### src/rtl/spi_trim_bank.sv
module spi_trim_bank #(
  parameter int NREG = 10,
  parameter int BW   = 8
) (
  input  logic                 clk,
  input  logic                 rst_n,
  input  logic                 sclk,
  input  logic                 mosi,
  input  logic                 cs_n,
  output logic                 miso,
  output logic [NREG*BW-1:0]   trim_out
);
  localparam int FRAME = 3 * BW;
  localparam int CW    = $clog2(FRAME + 1);
  localparam int IW    = $clog2(NREG);
  localparam logic [BW-1:0] OP_WR = BW'(8'h02);
  localparam logic [BW-1:0] OP_RD = BW'(8'h03);

  logic [1:0] sclk_sy, mosi_sy, cs_sy;
  logic       sclk_d;
  logic [CW-1:0] bitcnt;
  logic [BW-1:0] op_sh, idx_sh, dat_sh, tx_sh;
  logic [BW-1:0] bank [NREG];

  always_ff @(posedge clk or negedge rst_n)
    if (!rst_n) begin
      sclk_sy <= '0;
      mosi_sy <= '0;
      cs_sy   <= '1;
      sclk_d  <= 1'b0;
    end else begin
      sclk_sy <= {sclk_sy[0], sclk};
      mosi_sy <= {mosi_sy[0], mosi};
      cs_sy   <= {cs_sy[0], cs_n};
      sclk_d  <= sclk_sy[1];
    end

  wire sel      = ~cs_sy[1];
  wire din      = mosi_sy[1];
  wire rise     = sel & sclk_sy[1] & ~sclk_d;
  wire fall     = sel & ~sclk_sy[1] & sclk_d;
  wire idx_ok   = idx_sh < BW'(NREG);
  wire last_bit = rise && (bitcnt == CW'(FRAME - 1));
  wire commit   = last_bit && (op_sh == OP_WR) && idx_ok;

  always_ff @(posedge clk or negedge rst_n)
    if (!rst_n) begin
      bitcnt <= '0;
      op_sh  <= '0;
      idx_sh <= '0;
      dat_sh <= '0;
    end else if (!sel) begin
      bitcnt <= '0;
    end else if (rise && bitcnt < CW'(FRAME)) begin
      bitcnt <= bitcnt + 1'b1;
      if (bitcnt < CW'(BW))          op_sh  <= {op_sh[BW-2:0], din};
      else if (bitcnt < CW'(2 * BW)) idx_sh <= {idx_sh[BW-2:0], din};
      else                           dat_sh <= {dat_sh[BW-2:0], din};
    end

  generate
    for (genvar g = 0; g < NREG; g++) begin : g_reg
      always_ff @(posedge clk or negedge rst_n)
        if (!rst_n) bank[g] <= '0;
        else if (commit && idx_sh == BW'(g)) bank[g] <= {dat_sh[BW-2:0], din};
      assign trim_out[g*BW +: BW] = bank[g];
    end
  endgenerate

  wire [BW-1:0] rd_val = idx_ok ? bank[idx_sh[IW-1:0]] : '0;

  always_ff @(posedge clk or negedge rst_n)
    if (!rst_n) tx_sh <= '0;
    else if (!sel) tx_sh <= '0;
    else if (fall && bitcnt == CW'(2 * BW))
      tx_sh <= (op_sh == OP_RD) ? rd_val : '0;
    else if (fall && bitcnt > CW'(2 * BW))
      tx_sh <= {tx_sh[BW-2:0], 1'b0};

  assign miso = tx_sh[BW-1];

  a_r1_idle_miso: assert property (@(posedge clk) disable iff (!rst_n)
    (cs_sy[1] && $past(cs_sy[1])) |-> !miso);
  a_r2_count_bound: assert property (@(posedge clk) disable iff (!rst_n)
    bitcnt <= CW'(FRAME));
  a_r4_atomic_update: assert property (@(posedge clk) disable iff (!rst_n)
    !last_bit |=> $stable(trim_out));
  a_r6_bad_op_hold: assert property (@(posedge clk) disable iff (!rst_n)
    (last_bit && op_sh != OP_WR) |=> $stable(trim_out));
  a_r7_range_hold: assert property (@(posedge clk) disable iff (!rst_n)
    (last_bit && !idx_ok) |=> $stable(trim_out));
  a_r8_deselect_clears: assert property (@(posedge clk) disable iff (!rst_n)
    cs_sy[1] |=> bitcnt == '0);
endmodule

### config.mk
export PLATFORM = sky130hd
export DESIGN_NAME = spi_trim_bank
export DESIGN_NICKNAME = d
export VERILOG_FILES = /design/src/rtl/spi_trim_bank.sv
export SDC_FILE = /design/constraint.sdc
export NUM_CORES = 1
export LEC_CHECK = 0
export ABC_AREA = 1
export BUFFER_PORTS_ARGS = -buffer_cell sky130_fd_sc_hd__buf_2
export CORE_UTILIZATION = 35
export CTS_CLUSTER_SIZE = 24
export DETAILED_ROUTE_END_ITERATION = 7
export PLACE_DENSITY_LB_ADDON = 0.08
export SYNTH_ARGS = -nofsm -noshare
export SYNTH_HDL_FRONTEND = slang
export SYNTH_SLANG_ARGS = --single-unit
### constraint.sdc
create_clock -name clk -period 5.6 [get_ports clk]
set_input_delay 1.12 -clock clk [delete_from_list [all_inputs] [get_ports clk]]
set_output_delay 1.12 -clock clk [all_outputs]
set_load 0.01 [all_outputs]
---- Word level (Yosys, flattened, before mapping) ----
Index checks and enable logic that the tools add are counted.
cells by class
  muxes and demuxes ....................... 10
  magnitude comparators ................... 6
  bitwise logic cells ..................... 10
  reduce and logical (&&, ||, !) cells .... 22
  $add $sub $neg .......................... 1
  eq/ne operators ......................... 13
operators by type and width
  operator             count
  $mux 8               7
  $bmux 8 s4           1
  $eq 8x2->1 const B   4
  $eq 8x3->1 const B   4
  $eq 8x4->1 const B   2
  $logic_and 1x1->1    16
  $eq 5x5->1 const B   2
  $lt 5x5->1 const B   2
  $mux 5               2
  $eq 8x1->1 const B   1
  $logic_not 8->1      1
  $lt 8x4->1 const B   1
  $reduce_and 4->1     2
  $add 5x1->5 const B  1
  $ge 5x5->1 const B   1
  $gt 5x5->1 const B   1
  $lt 5x4->1 const B   1
  $not 1->1            5
  $not 4->5            1
  $and 1x1->1          4
  $reduce_and 3->1     1
  $reduce_bool 3->1    1
  $reduce_bool 2->1    1
word-level totals
  word-level logic and storage cells ...... 81
  register bits after elaboration ......... 123

---- Logic depth before layout (Yosys ltp) ----
  depth in word-level cells ............... 8
  mapped depth ............................ 13
  depth with buffers taken out ............ 12

---- Worst setup path before layout ----
No wires, ideal clock.
  path type ............................... register -> register
  start point ............................. reg bitcnt[0]
  end point ............................... reg bank (netlist bit trim_out[14])
  arrival time ............................ 1.635 ns
  setup time .............................. 0.133 ns
  setup slack ............................. 3.832 ns
  cell stages (with the launch flop) ...... 10
  period minus slack after synthesis ...... 1.768 ns
  cells stage by stage .................... dfrtp_1 ha_1 nand2_1 inv_1 nand3_1 nor3_4 nand3_1 buf_2 nand2_1 o21ai_0
on the way
  cells in the longest elaborated chain, start to end .. 5
RTL lines
  what                            line  RTL
  start, declared                 21    logic [CW-1:0] bitcnt;
  start signal, assigned          55    bitcnt <= bitcnt + 1'b1;
  $eq 5x5->1                      43    wire last_bit = rise && (bitcnt == CW'(FRAME - 1));
  $logic_and 1x1->1               43
  $logic_and 1x1->1 (2 in a row)  44    wire commit = last_bit && (op_sh == OP_WR) && idx_ok;
  $logic_and 1x1->1               65    else if (commit && idx_sh == BW'(g)) bank[g] <= {dat_sh[BW-2:0], din};
  end signal, assigned by index   65
  end, declared                   23    logic [BW-1:0] bank [NREG];
No other way between the ends.
A chain may end at the register's enable or synchronous reset.

---- Worst setup path in the final report ----
  start point ............................. reg idx_sh[0]
  end point ............................... reg bank (netlist bit trim_out[69])
on the way
  cells in the longest elaborated chain, start to end .. 3
  elaborated cells on any way between the ends .. 4
RTL lines
  what                    line  RTL
  start, declared         22    logic [BW-1:0] op_sh, idx_sh, dat_sh, tx_sh;
  start signal, assigned  57    else if (bitcnt < CW'(2 * BW)) idx_sh <= {idx_sh[BW-2:0], din};
  $lt 8x4->1              42    wire idx_ok = idx_sh < BW'(NREG);
  $logic_and 1x1->1       44
  $logic_and 1x1->1 (*)   65
Every way passes the cells marked *; elsewhere a longest branch is shown, timed or not.

==> summary.txt <==
Most common cell after layout, fill and taps aside: nand2_1
Skew-Pair Late Insertion Delay: 0.41 ns
Hold_sp: mosi_sy[0]
CP max stage cell: inv_1
Post-Place Setup Slack: 2.357 ns
Drt first pass iters: 7
Pwr dens: 282.0 mW/mm^2
CTS clk-pin slew, worst paths: 0.06 ns
Largest net degree at the start of global routing: 69
Die width: 131.1 um
Final core occ: 0.4298
Routed WL per cell: 15.72 um
Initial antenna violation count: 0
Routability cong.: 0.8449
Global-route wire length before repair: 26730 um
Cells after synthesis: 766
Required @ worst endpoint: 5.92 ns
Final Non-Filler Cells: 1063
CTS tree: yes
Outcome: finished, final reports clean
Critical R2R Launch: idx_sh[0]
Largest stage delay, worst path: 0.96 ns
Worst min-delay path class: reg -> reg
Synthesized area: 0.005829 mm^2
Hold Path End: mosi_sy[1]
Total GRT Usage: 0.2110
Crit Path Category: reg -> reg
DR vias: 5133
Die height: 131.1 um
Syn_nets: 773
Maximum VDD drop: 0.0002655 V
Syn_area_per_cell: 7.610 um^2
Placed insts: 1031
FF-to-FF End: trim_out[69]
WL final: 16710 um
Num ports: 86
Synth Register Bits: 123
Clk root buf: clkbuf_16
Post-Route Setup TNS: 0 ns
Multi-input logic area: 0.002256 mm^2
Total CTS buffers: 17
CP cell instances: inv_1 -> nand2_1 -> nor4_1 -> nand3_1 -> o21ai_0
R2r setup slk: 2.33 ns
Layout Nets: 841
Tightest Pin Transition: 1.252 ns
FF/Latch Area: 0.003080 mm^2
Combinational Power Share: 0.026
Slew Viols, Final: 0
Initial Utilization: 0.3630
Switching Share: 0.2387
Fill cells: 1637
Number of global-route vias before repair: 4815
Crit path DAT: 3.59 ns
Final Cell Area: 0.006902 mm^2
Gr ovfl total: 0
Crit path capture type: flop
Post-cts hold buffer count: 0
Flop pwr share: 0.472
RSZ-0062 raised after global routing: no
Hold depth: 0
Final critical-path share of the clock period: 0.5844
Internal Power: 1.482 mW
Initial DRC count: 386
Reg2Reg Depth: 5
Final HPWL DP: 11680 um
# Post-CTS Setup Buffers: 0
Clock Tree Buf Depth: 2
Synth cell types: 26
Synth-to-Final Area Change: 18.39%
H-tree depth: 4
Peak Freq: 305.5 MHz
Final ANT Viol Nets: 0
Endpoints failing hold: 0
# clock sinks: 123
Antenna cells: 0
Core area: 0.01606 mm^2
Post-cts resize count: 0
Final worst setup slack: 2.327 ns
DRC viols: 0
WHS: 0.3567 ns
Skew final: 0.008181 ns
Total die area: 0.01718 mm^2
Cell area after placement: 0.006372 mm^2
Post-layout min period: 3.273 ns
Max FO, Critical Path: 41
Sequential share of the synthesized area: 0.5284
Slew HR: 0.1654
Ys Warns: 0
IO buf count: 85
Critical path launch point type: flop
Via density: 4.829
Max_cap viols: 0
Power share of the clock group: 0.502
Row count: 46
Setup violations, final: 0
Power consumption: 1.946 mW
Static Leak: 3.574 nW
Layout cell share with drive strength beyond 1: 0.1535
Commonest non-fill, non-tap cells in the layout: nand2_1, dfrtp_1, o21ai_0
Switching Power: 0.4645 mW
-- how the worst max path moves through the flow --
stage	slack, ns	start	endpoint
2_1_floorplan	3.83	bitcnt[0]	trim_out[14]
3_3_place_gp	2.39	idx_sh[0]	trim_out[71]
3_5_place_dp	2.36	idx_sh[0]	trim_out[69]
4_1_cts	2.33	idx_sh[0]	trim_out[64]
5_1_grt	1.92	idx_sh[0]	trim_out[34]
6_report	2.33	idx_sh[0]	trim_out[69]
-- registers in the layout, summed over array words and instances, names as in the netlist --
register	cells
bitcnt	5
idx_sh	8
tx_sh	8
sclk_d	1
op_sh	8
mosi_sy	2
dat_sh	7
sclk_sy	2
cs_sy	2
trim_out	80
-- logic make-up after synthesis --
family / after synthesis / share of synthesized area
buffers and inverters: 125 / 0.08457
adder cells (fa/ha/maj): 2 / 0.004292
flip-flops: 123 / 0.5284
AND/OR/NAND/NOR: 403 / 0.2835
AO/OA/AOI/OAI: 113 / 0.09916
-- cell usage after synthesis (all sizes together) --
| cell type | n | area [um^2] |
|---|---|---|
| dfstp | 2 | 52.55 |
| or2 | 3 | 18.77 |
| nor3 | 10 | 61.31 |
| ha | 2 | 25.02 |
| nand3b | 7 | 52.55 |
| nand3 | 42 | 225.2 |
| buf | 11 | 65.06 |
| o21ai | 105 | 525.5 |
| o221ai | 1 | 8.760 |
| inv | 88 | 330.3 |
| a21oi | 5 | 25.02 |
| clkbuf | 26 | 97.59 |
| o32ai | 1 | 8.760 |
| dfrtp | 121 | 3028 |
| nand2 | 292 | 1096 |
| nor4 | 2 | 12.51 |
| nor2 | 45 | 173.9 |
| o211a | 1 | 10.01 |
| nand4 | 2 | 12.51 |
-- worst max-delay path: cells and delay by family (launching register included) --
kind | cells | cell delay (ns)
flops | 1 | 0.84
compound gates | 1 | 0.33
simple gates | 3 | 1.02
buf+inv | 1 | 0.96
-- power groups by stage --
| stage | clock, mW | combinational (mW) | sequential (mW) |
|---|---|---|---|
| global placement | 0 | 0.0509 | 0.933 |
| detailed placement | 0 | 0.0529 | 0.934 |
| finish | 0.977 | 0.0508 | 0.919 |
| CTS | 1.00 | 0.0534 | 0.919 |
| global route | 1.04 | 0.0602 | 0.920 |
| floorplan | 0 | 0.0254 | 0.931 |
-- area by class of cell --
type / instances / share of cell area
Tap cell: 216 / 0.03916
Clock inverter: 15 / 0.01505
Sequential cell: 123 / 0.4463
Multi-Input combinational cell: 518 / 0.3269
Timing Repair Buffer: 86 / 0.06309
Clock buffer: 17 / 0.06164
Inverter: 88 / 0.04786
-- per-layer routing --
layer | routed length (um) | GRT usage
met3 | 598 | 0.03774
met2 | 7554 | 0.3209
met1 | 8397 | 0.3054
met5 | 0 | 0
met4 | 157 | 0.06423
(Power assumes the default switching activity.)
